[config.mk]
export PLATFORM = sky130hd
export DESIGN_NAME = gen2_rcvr_watch
export DESIGN_NICKNAME = d
export VERILOG_FILES = /design/src/rtl/gen2_rcvr_watch.sv
export SDC_FILE = /design/constraint.sdc
export NUM_CORES = 1
export LEC_CHECK = 0
export BUFFER_PORTS_ARGS = -buffer_cell sky130_fd_sc_hd__buf_2
export CORE_MARGIN = 3
export CORE_UTILIZATION = 42
export DETAILED_ROUTE_END_ITERATION = 8
export PLACE_DENSITY = 0.85
export SLEW_MARGIN = 15
export SYNTH_ARGS = -nofsm -noshare
export SYNTH_HDL_FRONTEND = slang
export SYNTH_SLANG_ARGS = --single-unit
[constraint.sdc]
create_clock -name clk -period 1.96 [get_ports clk]
set_input_delay 0 -clock clk [delete_from_list [all_inputs] [get_ports clk]]
set_output_delay 0 -clock clk [all_outputs]
set_load 0.02 [all_outputs]
[src/rtl/gen2_rcvr_watch.sv]
module gen2_rcvr_watch #(
  parameter int HOLD_CYC = 100000,
  parameter int CNT_W    = 8
) (
  input  logic             clk,
  input  logic             rst_n,
  input  logic             check_req,
  input  logic [31:0]      dbg_word0,
  input  logic [31:0]      dbg_word1,
  output logic             acc_req,
  output logic             acc_wr,
  output logic [15:0]      acc_addr,
  output logic [15:0]      acc_wdata,
  input  logic [15:0]      acc_rdata,
  input  logic             acc_done,
  input  logic             acc_timeout,
  output logic             link_up,
  output logic             busy,
  output logic             recovered,
  output logic             err,
  output logic [CNT_W-1:0] recov_count
);
  localparam int          HC_W      = $clog2(HOLD_CYC + 1);
  localparam logic [15:0] VLD_ADDR  = 16'h100D;
  localparam logic [15:0] OVR_ADDR  = 16'h1005;
  localparam logic [15:0] OVR_MASK  = 16'h0028;
  localparam logic [5:0]  STUCK_ST  = 6'h0D;
  localparam int          TRAIN_BIT = 4;

  typedef enum logic [2:0] {
    S_IDLE, S_RD_VLD, S_RD_OVR, S_WR_SET, S_HOLD, S_RD_OVR2, S_WR_CLR
  } st_t;

  st_t             st;
  logic            gap, abort_q;
  logic [15:0]     ovr_q;
  logic [HC_W-1:0] hc;
  logic            ev;

  assign busy      = (st != S_IDLE);
  assign acc_req   = busy && (st != S_HOLD) && !gap;
  assign acc_wr    = (st == S_WR_SET) || (st == S_WR_CLR);
  assign acc_addr  = (st == S_RD_VLD) ? VLD_ADDR : OVR_ADDR;
  assign acc_wdata = (st == S_WR_SET) ? (ovr_q | OVR_MASK) :
                     (st == S_WR_CLR) ? (ovr_q & ~OVR_MASK) : 16'h0000;
  assign ev        = acc_req && (acc_done || acc_timeout);

  always_ff @(posedge clk or negedge rst_n) begin
    if (!rst_n) begin
      st          <= S_IDLE;
      gap         <= 1'b0;
      abort_q     <= 1'b0;
      ovr_q       <= '0;
      hc          <= '0;
      link_up     <= 1'b0;
      recovered   <= 1'b0;
      err         <= 1'b0;
      recov_count <= '0;
    end else begin
      gap <= ev;
      unique case (st)
        S_IDLE: if (check_req) begin
          recovered <= 1'b0;
          err       <= 1'b0;
          if (dbg_word1[TRAIN_BIT]) link_up <= 1'b0;
          else                      st      <= S_RD_VLD;
        end
        S_RD_VLD: if (ev) begin
          if (acc_timeout) begin
            err     <= 1'b1;
            link_up <= 1'b0;
            st      <= S_IDLE;
          end else if (acc_rdata[0] || dbg_word0[5:0] != STUCK_ST) begin
            link_up <= 1'b1;
            st      <= S_IDLE;
          end else begin
            st <= S_RD_OVR;
          end
        end
        S_RD_OVR: if (ev) begin
          if (acc_timeout) begin
            err     <= 1'b1;
            link_up <= 1'b0;
            st      <= S_IDLE;
          end else begin
            ovr_q <= acc_rdata;
            st    <= S_WR_SET;
          end
        end
        S_WR_SET: if (ev) begin
          if (acc_timeout) begin
            abort_q <= 1'b1;
            st      <= S_WR_CLR;
          end else begin
            hc <= HC_W'(HOLD_CYC - 1);
            st <= S_HOLD;
          end
        end
        S_HOLD: begin
          if (hc == '0) st <= S_RD_OVR2;
          else          hc <= hc - 1'b1;
        end
        S_RD_OVR2: if (ev) begin
          if (acc_timeout) abort_q <= 1'b1;
          else             ovr_q   <= acc_rdata;
          st <= S_WR_CLR;
        end
        S_WR_CLR: if (ev) begin
          link_up <= 1'b0;
          abort_q <= 1'b0;
          st      <= S_IDLE;
          if (acc_timeout || abort_q) begin
            err <= 1'b1;
          end else begin
            recovered   <= 1'b1;
            recov_count <= recov_count + 1'b1;
          end
        end
        default: st <= S_IDLE;
      endcase
    end
  end
endmodule


==> Yosys cells after proc, flatten, opt, wreduce, memory -nomap -nowiden <==
Index checks and enable logic that the tools add are counted.
{ "word_totals": {"ff_bits": 49, "inputBits": 85, "out_inout_bits": 46, "wordCells": 106} }
{ "classes": {"add_sub_neg": 2, "n_eq_ne": 27, "n_mux": 39, "n_bitwise": 2, "reduce_logical": 27} }
{ "op_table": {"columns": ["operator", "n"], "rows": [
  ["2-to-1 mux 17 bit", 3],
  ["case mux 17 bit (2 select lines)", 1],
  ["2-to-1 mux 16 bit", 2],
  ["!= test 2 bit, second input constant", 13],
  ["2-to-1 mux 3 bit", 8],
  ["case mux 3 bit (7 select lines)", 1],
  ["zero test 17 bit", 1],
  ["subtractor 17 x 1 -> 17 bit, second input constant", 1],
  ["AND reduction 8 bit", 2],
  ["2-to-1 mux 1 bit", 15],
  ["AND reduction 4 bit", 3],
  ["!= test 2 x 1 -> 1 bit, second input constant", 5],
  ["equality test 3 bit, second input constant", 3],
  ["adder 8 x 1 -> 8 bit, second input constant", 1],
  ["2-to-1 mux 2 bit", 4],
  ["equality test 3 x 2 -> 1 bit, second input constant", 2],
  ["!= test 6 x 4 -> 1 bit, second input constant", 1],
  ["AND reduction 3 bit", 2],
  ["AND reduction 6 bit", 1],
  ["nonzero test 2 bit", 3],
  ["nonzero test 3 bit", 2],
  ["OR reduction 2 bit", 3],
  ["logical OR 1 bit", 4],
  ["2-to-1 mux 4 bit", 1],
  ["other kinds (11)", 15]
]} }

==> Longest topological paths before layout <==
{ "logic_depth": {"word_depth": 6, "ltp_mapped": 7, "depth_no_buf": 6} }

==> Least setup slack after synthesis <==
OpenSTA, ideal clock, no wires.
{ "synth_path": {"path_kind": "register -> register", "start": "reg hc[6]", "end": "reg hc[10]", "setup_ns": 0.132, "arrival_ns": 2.027, "path_slack_ns": -0.199, "path_stages_with_launch": 6, "n_path_buf": 1, "path_cell_list": "dfrtp_1 -> or4_4 -> or4_1 -> buf_2 -> o31ai_1 -> or3b_1"} }
{ "synth_via": {"elab_chain_cells": 3, "word_cells_on_any_way": 6, "classes_between": "add/sub: 1; eq/ne: 1; mux: 2; reduce/logical: 2"} }
{ "synth_rtl": {"columns": ["item", "line_no", "text"], "rows": [
  ["from (decl)", "37", "logic [HC_W-1:0] hc;"],
  ["from (signal assigned)", "95", "hc <= HC_W'(HOLD_CYC - 1);"],
  ["from (signal assigned)", "101", "else hc <= hc - 1'b1;"],
  ["subtractor 17 x 1 -> 17 bit / zero test 17 bit (equally long branches)", "101, 100", null],
  ["2-to-1 mux 17 bit / != test 2 bit (equally long branches)", null, null],
  ["case mux 17 bit (2 select lines) / AND reduction 4 bit (equally long branches)", null, null]
]} }
Parallel ways exist; a longest one is shown, timed or not. The select of a mux whose other input is x is not followed.
A chain may end at the register's enable or synchronous reset.

==> Worst setup path in the final report <==
{ "layout_path": {"start": "reg st[1]", "end": "reg hc[8]"} }
{ "layout_via": {"elab_chain_cells": 6, "word_cells_on_any_way": 13, "classes_between": "eq/ne: 6; mux: 1; reduce/logical: 6"} }
{ "layout_rtl": {"columns": ["item", "line_no", "text"], "rows": [
  ["from (decl)", "34", "st_t st;"],
  ["from (signal assigned)", "50", "st <= S_IDLE;"],
  ["from (signal assigned)", "66", "else st <= S_RD_VLD;"],
  ["from (signal assigned)", "72", "st <= S_IDLE;"],
  ["!= test 3 bit / nonzero test 3 bit (equally long branches)", "41, 40", null],
  ["logical AND 1 bit (2 in a row)", "41", "assign acc_req = busy && (st != S_HOLD) && !gap;"],
  ["logical AND 1 bit", "46", "assign ev = acc_req && (acc_done || acc_timeout);"],
  ["!= test 2 bit (no line)", null, null],
  ["AND reduction 4 bit (no line)", null, null]
]} }
Parallel ways exist; a longest one is shown, timed or not.

==> metrics.md <==
| Metric | Value |
|---|---|
| Die Span Y | 85.3 um |
| Hold Path Origin | acc_timeout |
| Tcrit/Tclk final | 106% |
| Kind of critical path | flop to flop |
| DRT antenna net count | 0 |
| Crit path launch type | flop |
| Largest net degree at the start of global routing | 35 |
| Crit path max-delay cell type | or4_4 |
| Max rail drop VDD | ~0.9 mV |
| Area share of the leading cell type in the synthesized netlist | 44.5% |
| Synth-to-Final Area Change | 31.2% |
| P_leak | ~1.7 nW |
| CTS tree | yes |
| CTS Buf Count | 5 |
| Fill count | roughly 520 |
| Share of the yosys chip area belonging to registers | between 40% and 50% |
| CTS Buffer Depth | 2 |
| Violated checks | negative setup slack |
| Fin crit period | 2080 ps |
| Die Wd | about 85 um |
| # DRC | 0 |
| Clk_lat worst skew | 300 ps |
| Antenna diodes | 0 |
| Top_reg_cell synth | dfrtp_1 |
| Skew final | 8.02 ps |
| Fin worst setup slack | -118 ps |
| Final nets | 450 |
| Gr usage total | 17.3% |
| Root Buffer | clkbuf_8 |
| CTS clk-pin slew, worst paths | ~90 ps |
| Yosys reg bits | 47 |
| Fin. Hold Viols | 0 |
| Reg2Reg Setup Slack | -120 ps |
| Synth Instances | between 200 and 300 |
| Ratio of cells with drive above 1 in the final layout | between 30% and 40% |
| Vias in the first global route | 2286 |
| Slowest stage delay, CP | a little under 600 ps |
| Clock Sinks | 47 |
| Mapped Avg Cell Area | just under 10 um^2 |
| Number of vias per cell | approximately 5.3 |
| Slew headroom | ~58% |
| Synth Cell Area | ~0.0026 mm^2 |
| Sequential power share | between 30% and 40% |
| Worst slew pin tran | around 620 ps |
| Synth cell types | roughly 50 |
| Comb pwr share | roughly 45% |
| Post-detail-place hpwl | approximately 4.2 mm |
| Final TNS setup | -295 ps |
| DR pass1 iterations | 4 |
| Reg area | 0.00118 mm^2 |
| Post-synth ARST share | 100% |
| Multi-input gate area in the final layout | around 0.0014 mm^2 |
| Top cell type by total area after synthesis | dfrtp_1 |
| WL/cell | between 10 and 15 um |
| Yosys warning total | 0 |
| Final wirelength | approximately 6.2 mm |
| Crit path max fanout | 7 |
| Grt total ovfl | 0 |
| Unrepaired setup endpoints after global routing | true |
| H-tree levels | 2 |
| Status | finished with violations |
| Die Footprint | a little over 0.007 mm^2 |
| Initial DRC count | 120 |
| Setup Viol. Count Final | 3 |
| R2R Path Start | st[1] |
| CP Capture Type | flop |
| Core area | 0.00599 mm^2 |
| R2R depth | 5 |
| P per Cell Area | 1110 mW/mm^2 |
| Fmax | between 0.4 and 0.5 GHz |
| Number of flops mapped to enable cells by yosys | 0 |
| Initial antenna violation count | 0 |
| Hold depth | 2 |
| Via count | 2307 |
| Dpl ws | -260 ps |
| Switching part of the total | 38.2% |
| IO Count | between 100 and 150 |
| Critical-path cell list | or3b_1 -> or4_4 -> buf_4 -> or3_1 -> a21oi_1 |
| Rows | 28 |
| Hold endpoint | gap |
| Max Slew Vio Count | 0 |
| GPL Wtd Cong | 0.839 |
| R2R Path End | hc[8] |
| Max Cap Violations | 0 |
| Worst min path class | input port to flop |
| Initial Util | 44.1% |
| Largest cells by area after synthesis | dfrtp_1 45%, mux2_2 6.4%, buf_4 4.5% |
| Int Power | around 2.4 mW |
| P_sw | 1.47 mW |
| Clk pwr share | ~17% |
| Worst EP required | between 2000 and 2500 ps |
| Worst Path Arrival | about 2300 ps |
| First-pass GRT wire length | a little over 10 mm |
| Count of input and output buffers | between 50 and 60 |
-- cells by family after synthesis --
logic type	count (synthesis)	synth area share [%]
AO/OA/AOI/OAI	39	9.85
XOR/XNOR	8	2.65
adder cells (fa/ha/maj)	2	0.947
buffers and inverters	34	7.20
flip-flops	47	44.5
multiplexers	21	8.67
other	2	0.284
AND/OR/NAND/NOR	113	25.9
-- routing by layer --
layer / GRT usage [%] / vias to the layer above / routed length, um
li1: - / 1134 / -
met1: 20.8 / 1102 / 2640
met2: 29.7 / 64 / 3140
met3: 4.47 / 7 / 356
met4: 6.33 / 0 / 80
met5: 0 / - / 0
-- layout make-up --
| type | count | area share, % |
|---|---|---|
| flip-flops and latches | 47 | 33.9 |
| inverters | 8 | 0.867 |
| well taps | 75 | 2.71 |
| repair buffers | 103 | 20.0 |
| multi-input cells | 198 | 39.6 |
| clock buffers | 8 | 2.89 |
-- worst max-delay path, delay by kind of cell (launching register included) --
family / cells / cell delay, ps
and+or+nand+nor: 3 / 1300
DFF: 1 / 410
buffers and inverters: 1 / 160
AOI/OAI and AO/OA: 1 / 140
-- how the worst max path moves through the flow --
stage          slack, ps  cells past startpoint  startpoint     end
2_1_floorplan       -200                      5       hc[6]  hc[10]
3_3_place_gp        -220                      4       hc[6]  hc[10]
3_5_place_dp        -260                      4       hc[6]  hc[10]
4_1_cts             -120                      4       hc[6]  hc[10]
5_1_grt             -160                      5       st[1]   hc[8]
6_report            -120                      5       st[1]   hc[8]
-- power groups by stage --
| stage | sequential (mW) | combinational (mW) | clock, mW |
|---|---|---|---|
| finish | 1.49 | 1.73 | 0.634 |
| global route | 1.53 | 1.91 | 0.692 |
| CTS | 1.47 | 1.64 | 0.649 |
| detailed placement | 1.49 | 1.59 | 0 |
| global placement | 1.46 | 1.52 | 0 |
| floorplan | 1.51 | 1.04 | 0 |
-- registers in the layout (all words and copies together), names as in the netlist --
name         cells
abort_q          1
link_up          1
st               3
ovr_q           14
hc              17
gap              1
recovered        1
recov_count      8
err              1
-- metrics by stage --
step	std cells	hold WS [ps]	utilization [%]	power (mW)	instance area, um^2
3_5_place_dp	410	36.0	51.7	3.07	3100
5_1_grt	439	42.8	57.8	4.13	3460
2_1_floorplan	279	-296	-	2.55	2690
3_3_place_gp	410	33.5	51.7	2.99	3100
4_1_cts	435	35.2	56.4	3.75	3380
6_report	439	41.3	57.8	3.85	3460
-- cell usage in the layout (no fill, tap or decap), types with 5 or more instances in the layout --
cell / synthesis / final
buf_2: 2 / 56
dfrtp_1: 47 / 47
buf_4: 16 / 28
nand2_1: 22 / 22
and3_1: 16 / 16
dlygate4sd3_1: 0 / 16
mux2_2: 15 / 15
conb_1: 2 / 15
nor2_1: 13 / 13
o21ai_0: 9 / 9
inv_1: 8 / 8
clkbuf_8: 0 / 7
xnor2_1: 6 / 6
a31oi_1: 6 / 6
mux2i_1: 6 / 6
nand2b_1: 5 / 5
nand4_1: 5 / 5
nand3_1: 5 / 5
nor3_1: 6 / 5
-- repair_timing --
action,CTS,global route
endpoints found under the hold margin,40,0
setup buffers,1,4
resized for setup,3,13
hold buffers,16,0
pin swaps,4,0
setup endpoints to repair,4,13
-- Yosys cell counts, types with 4 or more instances --
cell type / n
dfrtp_1: 47
nand2_1: 22
and3_1: 16
buf_4: 16
mux2_2: 15
nor2_1: 13
o21ai_0: 9
clkbuf_1: 8
inv_1: 8
a31oi_1: 6
mux2i_1: 6
nor3_1: 6
nor4_1: 6
or4_1: 6
xnor2_1: 6
a21oi_1: 5
nand2b_1: 5
nand3_1: 5
nand4_1: 5
o31ai_1: 5
nand3b_1: 4
nor3b_1: 4
No activity file was read; power rests on OpenSTA's default activity.
